==> src/rtl/nl_pkg.sv <==
package nl_pkg;
  localparam int HIST_N     = 8;
  localparam int HIST_SH    = 3;
  localparam int LINE_IDX_W = 4;
  localparam int BCNT_W     = LINE_IDX_W + 1;
endpackage

==> src/rtl/nl_line_timing.sv <==
module nl_line_timing #(
  parameter int WIN = 8
) (
  input  logic                          clk,
  input  logic                          rst_n,
  input  logic                          hsync,
  input  logic                          line_valid,
  input  logic                          field_id,
  input  logic                          frame_start,
  input  logic                          cfg_en,
  input  logic [nl_pkg::LINE_IDX_W-1:0] cfg_line,
  input  logic                          cfg_offset,
  input  logic                          cfg_field,
  input  logic                          cfg_multi,
  output logic                          cap_en,
  output logic                          win_done,
  output logic                          line_first,
  output logic                          line_last
);
  import nl_pkg::*;
  localparam int WCW = $clog2(WIN) + 1;
  localparam logic [BCNT_W-1:0] BC_MAX = '1;

  logic              armed_q, armed_d;
  logic [BCNT_W-1:0] bcnt_q, bcnt_d;
  logic              cap_q, cap_d;
  logic [WCW-1:0]    wcnt_q, wcnt_d;
  logic              done_q, done_d;
  logic              first_q, first_d, last_q, last_d;
  logic [BCNT_W-1:0] rel, kk;
  logic              hit;

  always_comb begin
    rel = bcnt_q - {{(BCNT_W-1){1'b0}}, cfg_offset};
    kk  = {1'b0, cfg_line};
    hit = cfg_en && (field_id == cfg_field) &&
          (bcnt_q >= {{(BCNT_W-1){1'b0}}, cfg_offset}) &&
          (cfg_multi ? (rel <= kk) : (rel == kk));
  end

  always_comb begin
    armed_d = armed_q;
    bcnt_d  = bcnt_q;
    cap_d   = cap_q;
    wcnt_d  = wcnt_q;
    first_d = first_q;
    last_d  = last_q;
    done_d  = 1'b0;
    if (cap_q) begin
      wcnt_d = wcnt_q + 1'b1;
      if (wcnt_q == WCW'(WIN - 1)) begin
        cap_d  = 1'b0;
        done_d = 1'b1;
      end
    end
    if (frame_start) begin
      armed_d = 1'b0;
      cap_d   = 1'b0;
    end else if (hsync) begin
      if (line_valid) begin
        armed_d = 1'b1;
        bcnt_d  = '0;
        cap_d   = 1'b0;
      end else if (armed_q) begin
        if (bcnt_q != BC_MAX) bcnt_d = bcnt_q + 1'b1;
        cap_d   = hit;
        wcnt_d  = '0;
        first_d = !cfg_multi || (rel == '0);
        last_d  = (rel == kk);
      end else begin
        cap_d = 1'b0;
      end
    end
  end

  always_ff @(posedge clk or negedge rst_n) begin
    if (!rst_n) begin
      armed_q <= 1'b0;
      bcnt_q  <= '0;
      cap_q   <= 1'b0;
      wcnt_q  <= '0;
      done_q  <= 1'b0;
      first_q <= 1'b0;
      last_q  <= 1'b0;
    end else begin
      armed_q <= armed_d;
      bcnt_q  <= bcnt_d;
      cap_q   <= cap_d;
      wcnt_q  <= wcnt_d;
      done_q  <= done_d;
      first_q <= first_d;
      last_q  <= last_d;
    end
  end

  assign cap_en     = cap_q;
  assign win_done   = done_q;
  assign line_first = first_q;
  assign line_last  = last_q;
endmodule

==> src/rtl/nl_line_stat.sv <==
module nl_line_stat #(
  parameter int DW  = 8,
  parameter int WIN = 8
) (
  input  logic          clk,
  input  logic          rst_n,
  input  logic          cap_en,
  input  logic [DW-1:0] pix,
  output logic [DW-1:0] l_avg,
  output logic [DW-1:0] l_max
);
  localparam int LW = $clog2(WIN);
  localparam int SW = DW + LW;

  logic [DW-1:0] buf_q [WIN];
  logic [SW-1:0] sum, dsum;
  logic [DW-1:0] mean, dev;

  always_ff @(posedge clk or negedge rst_n) begin
    if (!rst_n) begin
      for (int i = 0; i < WIN; i++) buf_q[i] <= '0;
    end else if (cap_en) begin
      buf_q[0] <= pix;
      for (int i = 1; i < WIN; i++) buf_q[i] <= buf_q[i-1];
    end
  end

  always_comb begin
    sum = '0;
    for (int i = 0; i < WIN; i++) sum = sum + SW'(buf_q[i]);
    mean  = sum[SW-1:LW];
    dsum  = '0;
    l_max = '0;
    dev   = '0;
    for (int i = 0; i < WIN; i++) begin
      dev  = (buf_q[i] >= mean) ? (buf_q[i] - mean) : (mean - buf_q[i]);
      dsum = dsum + SW'(dev);
      if (dev > l_max) l_max = dev;
    end
    l_avg = dsum[SW-1:LW];
  end
endmodule

==> src/rtl/nl_avg8.sv <==
module nl_avg8 #(
  parameter int DW = 8
) (
  input  logic          clk,
  input  logic          rst_n,
  input  logic          push,
  input  logic          single,
  input  logic [DW-1:0] din,
  output logic [DW-1:0] dout
);
  import nl_pkg::*;
  localparam int PW = $clog2(HIST_N);
  localparam int SW = DW + HIST_SH;

  logic [DW-1:0] hist_q [HIST_N];
  logic [PW-1:0] ptr_q;
  logic [SW-1:0] sum_q, sum_d;

  always_comb begin
    sum_d = sum_q + SW'(din) - SW'(hist_q[ptr_q]);
    dout  = single ? din : sum_d[SW-1:HIST_SH];
  end

  always_ff @(posedge clk or negedge rst_n) begin
    if (!rst_n) begin
      for (int i = 0; i < HIST_N; i++) hist_q[i] <= '0;
      ptr_q <= '0;
      sum_q <= '0;
    end else if (push) begin
      hist_q[ptr_q] <= din;
      ptr_q         <= ptr_q + 1'b1;
      sum_q         <= sum_d;
    end
  end
endmodule

==> src/rtl/nl_blank_noise_det.sv <==
module nl_blank_noise_det #(
  parameter int DW  = 8,
  parameter int WIN = 8
) (
  input  logic          clk,
  input  logic          rst_n,
  input  logic [DW-1:0] pix_y,
  input  logic [DW-1:0] pix_c,
  input  logic          hsync,
  input  logic          line_valid,
  input  logic          field_id,
  input  logic          frame_start,
  input  logic          cfg_en,
  input  logic [3:0]    cfg_line,
  input  logic          cfg_offset,
  input  logic          cfg_field,
  input  logic          cfg_multi,
  input  logic          cfg_y_single,
  input  logic          cfg_c_single,
  output logic [DW-1:0] y_avg,
  output logic [DW-1:0] y_max,
  output logic [DW-1:0] c_avg,
  output logic [DW-1:0] c_max,
  output logic          res_valid
);
  localparam int NCH = 2;
  localparam int NV  = 2 * NCH;

  logic          cap_en, win_done, line_first, line_last, commit;
  logic [DW-1:0] pix    [NCH];
  logic [DW-1:0] l_avg  [NCH];
  logic [DW-1:0] l_max  [NCH];
  logic [DW-1:0] acc_q  [NV];
  logic [DW-1:0] acc_d  [NV];
  logic [DW-1:0] lv     [NV];
  logic [DW-1:0] hout   [NV];
  logic [DW-1:0] res_q  [NV];
  logic [DW-1:0] res_d  [NV];
  logic          vld_q;

  nl_line_timing #(.WIN(WIN)) u_tim (
    .clk(clk), .rst_n(rst_n), .hsync(hsync), .line_valid(line_valid),
    .field_id(field_id), .frame_start(frame_start), .cfg_en(cfg_en),
    .cfg_line(cfg_line), .cfg_offset(cfg_offset), .cfg_field(cfg_field),
    .cfg_multi(cfg_multi), .cap_en(cap_en), .win_done(win_done),
    .line_first(line_first), .line_last(line_last)
  );

  assign pix[0] = pix_y;
  assign pix[1] = pix_c;

  generate
    for (genvar c = 0; c < NCH; c++) begin : g_ch
      nl_line_stat #(.DW(DW), .WIN(WIN)) u_stat (
        .clk(clk), .rst_n(rst_n), .cap_en(cap_en), .pix(pix[c]),
        .l_avg(l_avg[c]), .l_max(l_max[c])
      );
      assign lv[2*c]   = l_avg[c];
      assign lv[2*c+1] = l_max[c];
    end
    for (genvar v = 0; v < NV; v++) begin : g_hist
      nl_avg8 #(.DW(DW)) u_avg (
        .clk(clk), .rst_n(rst_n), .push(commit),
        .single((v < 2) ? cfg_y_single : cfg_c_single),
        .din(acc_d[v]), .dout(hout[v])
      );
    end
  endgenerate

  assign commit = win_done && line_last && cfg_en;

  always_comb begin
    for (int v = 0; v < NV; v++) begin
      acc_d[v] = acc_q[v];
      res_d[v] = res_q[v];
      if (win_done)
        acc_d[v] = (line_first || lv[v] > acc_q[v]) ? lv[v] : acc_q[v];
      if (commit)
        res_d[v] = hout[v];
    end
  end

  always_ff @(posedge clk or negedge rst_n) begin
    if (!rst_n) begin
      for (int v = 0; v < NV; v++) begin
        acc_q[v] <= '0;
        res_q[v] <= '0;
      end
      vld_q <= 1'b0;
    end else begin
      for (int v = 0; v < NV; v++) begin
        acc_q[v] <= acc_d[v];
        res_q[v] <= res_d[v];
      end
      vld_q <= commit;
    end
  end

  assign y_avg     = res_q[0];
  assign y_max     = res_q[1];
  assign c_avg     = res_q[2];
  assign c_max     = res_q[3];
  assign res_valid = vld_q;
endmodule

==> config.mk <==
export PLATFORM = sky130hd
export DESIGN_NAME = nl_blank_noise_det
export DESIGN_NICKNAME = d
export VERILOG_FILES = /design/src/rtl/nl_pkg.sv /design/src/rtl/nl_line_timing.sv /design/src/rtl/nl_line_stat.sv /design/src/rtl/nl_avg8.sv /design/src/rtl/nl_blank_noise_det.sv
export SDC_FILE = /design/constraint.sdc
export NUM_CORES = 2
export LEC_CHECK = 0
export BUFFER_PORTS_ARGS = -buffer_cell sky130_fd_sc_hd__clkbuf_2
export CORE_MARGIN = 2
export CORE_UTILIZATION = 25
export DETAILED_ROUTE_END_ITERATION = 8
export PLACE_DENSITY = 0.44
export REMOVE_ABC_BUFFERS = 1
export SETUP_SLACK_MARGIN = 0.02
export SYNTH_ARGS = -nofsm -noshare
export SYNTH_HDL_FRONTEND = slang
export SYNTH_HIERARCHICAL = 1
export SYNTH_SLANG_ARGS = --single-unit
==> constraint.sdc <==
create_clock -name clk -period 27.5 [get_ports clk]
set_input_delay 1.375 -clock clk [delete_from_list [all_inputs] [get_ports clk]]
set_output_delay 1.375 -clock clk [all_outputs]
set_load 0.1 [all_outputs]
==> results_dict.tcl <==
set metrics [dict create \
    critPathMaxFanout 15 \
    core_area_mm2 0.1874 \
    cts.clk_slew.worst_paths_ns 0.06 \
    cts_sinks 519 \
    yosysTopAreaCell "dfrtp_1" \
    syn_area_per_cell_um2 9.782 \
    slowest_delay_ns 0.56 \
    multi_input_area_mm2 0.03077 \
    instances_no_fill 7394 \
    async_flop_share 1.000 \
    synth_ff_type "dfrtp_1" \
    antenna_found_initial 3 \
    fin_crit_ns 25.82 \
    drv_cap 0 \
    cts_tree "built" \
    final_max_slew_viol_count 0 \
    dpl.hpwl_um 109700 \
    crit_required_ns 28.05 \
    start_kind "register" \
    worst_hold_path_type "reg -> reg" \
    rows 159 \
    criticalPathCategory "reg -> reg" \
    slowest_stage "fa_1" \
    hold_viol 0 \
    wire_per_inst_um 18.94 \
    reg2reg_setup_slack_ns 1.68 \
    ctsHoldBuffers 0 \
    synth_cells 4806 \
    fin_crit_sh 0.9390 \
    grt_pass1_vias 35400 \
    numCtsBuffers 69 \
    place_area_mm2 0.05014 \
    nFillCells 19830 \
    yosysWarnings 6 \
    postRouteAntennaNets 0 \
    cts_root_buf "clkbuf_16" \
    clk_latency_ns 0.72 \
    grt_first_pass_wirelength_um 218600 \
    grt_overflow 0 \
    grt_usage 0.1464 \
    die_h_um 437.7 \
    arrival_ns 26.37 \
    regArea_mm2 0.01299 \
    min_to "u_tim/win_done" \
    synth_area_leaders "dfrtp_1 (28%), ha_1 (13%), fa_1 (9.9%)" \
    fin_ws_ns 1.677 \
    fin_area_mm2 0.05259 \
    synth_edf_count 0 \
    layout-drive-gt1-share 0.1468 \
    setup_viol 0 \
    ys_seq_area_frac 0.2762 \
    initial_core_util 0.2509 \
    ys_ff_latch 519 \
    drc 0 \
    dp_cells 7268 \
    hold_depth 1 \
    grt_max_degree 94 \
    holdWs_ns 0.4307 \
    drt_wl_total_um 140000 \
    synth_area_mm2 0.04701 \
    worst-slew-pin-transition_ns 1.103 \
    finClkSkew_ns 0.05936 \
    clock_path_buffers 3 \
    rsz0062_at_grt "true" \
    nets 5605 \
    first_pass_iters 5 \
    rr_startpoint "g_ch[1].u_stat/buf_q[57]" \
    io_buffers 64 \
    yosysUniqueCellTypes 134 \
    maxSlewHeadroom 0.2598 \
    synth_top_area_share 0.2762 \
    r2r-end "c_max[5]" \
    synthToLayoutAreaGrowth_pct 11.87 \
    die_w_um 437.7 \
    worstSetupEndpointType "register" \
    vias 34590 \
    die_area_mm2 0.1915 \
    reg2reg_depth 109 \
    io_pins 65 \
    post_cts_buffers 0 \
    hp-start "u_tim/wcnt_q[3]" \
    gp_congestion 0.8992 \
    drtIter0Drc 1905 \
    max_freq_mhz 38.73 \
    vias_per_cell 4.678 \
    pre_cts_slack_ns 0.9813 \
    htree_levels 3 \
    outcome "completed" \
]
[worst max path at each step]
stage                             startpoint  endpoint  slack, ns  cells after the start
floorplan           g_ch[1].u_stat/buf_q[49]  c_max[5]       3.00                     90
global placement    g_ch[1].u_stat/buf_q[57]  c_max[5]       1.24                    100
detailed placement  g_ch[1].u_stat/buf_q[57]  c_max[5]       0.98                    100
CTS                 g_ch[1].u_stat/buf_q[57]  c_max[5]       0.86                    100
global route        g_ch[1].u_stat/buf_q[49]  c_max[5]      -0.03                    110
finish              g_ch[1].u_stat/buf_q[57]  c_max[5]       1.68                    109
[per-layer routing]
layer	up-vias	share of wire	GRT usage
li1	16730	-	-
met1	17180	0.48	0.2060
met5	-	0.00011	0
met2	539	0.46	0.2380
met3	131	0.033	0.01727
met4	4	0.018	0.03537
[per-stage QoR]
stage | util | setup TNS, ns
after floorplan | - | 0
after global placement | 0.2675 | 0
after detailed placement | 0.2675 | 0
after CTS | 0.2805 | 0
after global routing | 0.2806 | -0.02724
final | 0.2806 | 0
[kinds of logic after synthesis]
family,count (synthesis),synth area share
and+or+nand+nor,960,0.1042
buffers and inverters,838,0.07050
AOI/OAI and AO/OA,1092,0.1535
muxes,487,0.1300
adders and majority gates,734,0.2321
xor gates and xnor gates,176,0.03340
DFF,519,0.2762
[layout make-up]
class                   count  area share
repair buffers            110     0.01285
clock inverters            32    0.009064
well taps                2495     0.05936
multi-input cells        3449      0.5850
inverters                 695     0.04965
flip-flops and latches    519      0.2470
clock buffers              93     0.03702
diodes                      1  0.00004758
[critical path, delay by kind of cell (launching register included)]
kind                       cells  cell delay (ns)
buffers and inverters         15             2.13
DFF                            1             0.43
muxes                          8             2.82
and+or+nand+nor               18             3.39
adders and majority gates     18             6.43
AOI/OAI and AO/OA             46             9.61
xor gates and xnor gates       4             0.87
[layout by cell type, fill, tap and decap left out, types with 54 or more instances in the layout]
master     netlist  final
fa_1           232    232
mux2i_1        117    117
a21oi_1        220    220
mux2_2         292    292
dfrtp_1        519    518
clkbuf_16        0     69
ha_1           497    497
mux4_2          54     54
nor2_1         132    132
nand2_1        435    434
xnor2_1         96     94
nand3_1         55     54
clkbuf_2         3     63
a21o_1          99     99
inv_1          692    691
xor2_1          77     76
o21ai_0        380    377
[flip-flops by register name, indices dropped and copies added, names as in the netlist, 4 cells and up]
signal	cells
u_tim/bcnt_q	5
u_tim/wcnt_q	4
g_hist.u_avg/sum_q	44
g_hist.u_avg/hist_q	256
g_ch.u_stat/buf_q	128
c_max	8
y_max	8
y_avg	8
g_hist.u_avg/ptr_q	12
acc_q	32
c_avg	8
[Yosys cell counts, types with 12 or more instances]
master    count
a211oi_1     30
a21o_1       99
a21oi_1     220
a221o_1      15
a31oi_1      31
and2_1       19
and3_1       25
buf_2        39
clkbuf_1     73
dfrtp_1     519
fa_1        232
ha_1        497
inv_1       692
mux2_1       12
mux2_2      292
mux2i_1     117
mux4_2       54
nand2_1     435
nand2b_1     47
nand3_1      55
nand4_1      42
nand4b_1     13
nor2_1      132
nor2b_1      44
nor3_1       24
nor3b_1      12
nor4_1       13
o211ai_1     23
o21a_1       25
o21ai_0     380
o21ai_1      23
o21bai_1     28
o31ai_1      18
or2_2        17
xnor2_1      96
xor2_1       77
[what timing repair did]
action,CTS,global route
hold endpoints to repair,0,0
resized for setup,0,8
endpoints found under the setup margin,0,23
Power is left out: the tool's default activity adds up to more than one toggle a clock period on the data nets, which glitch-free logic cannot reach.
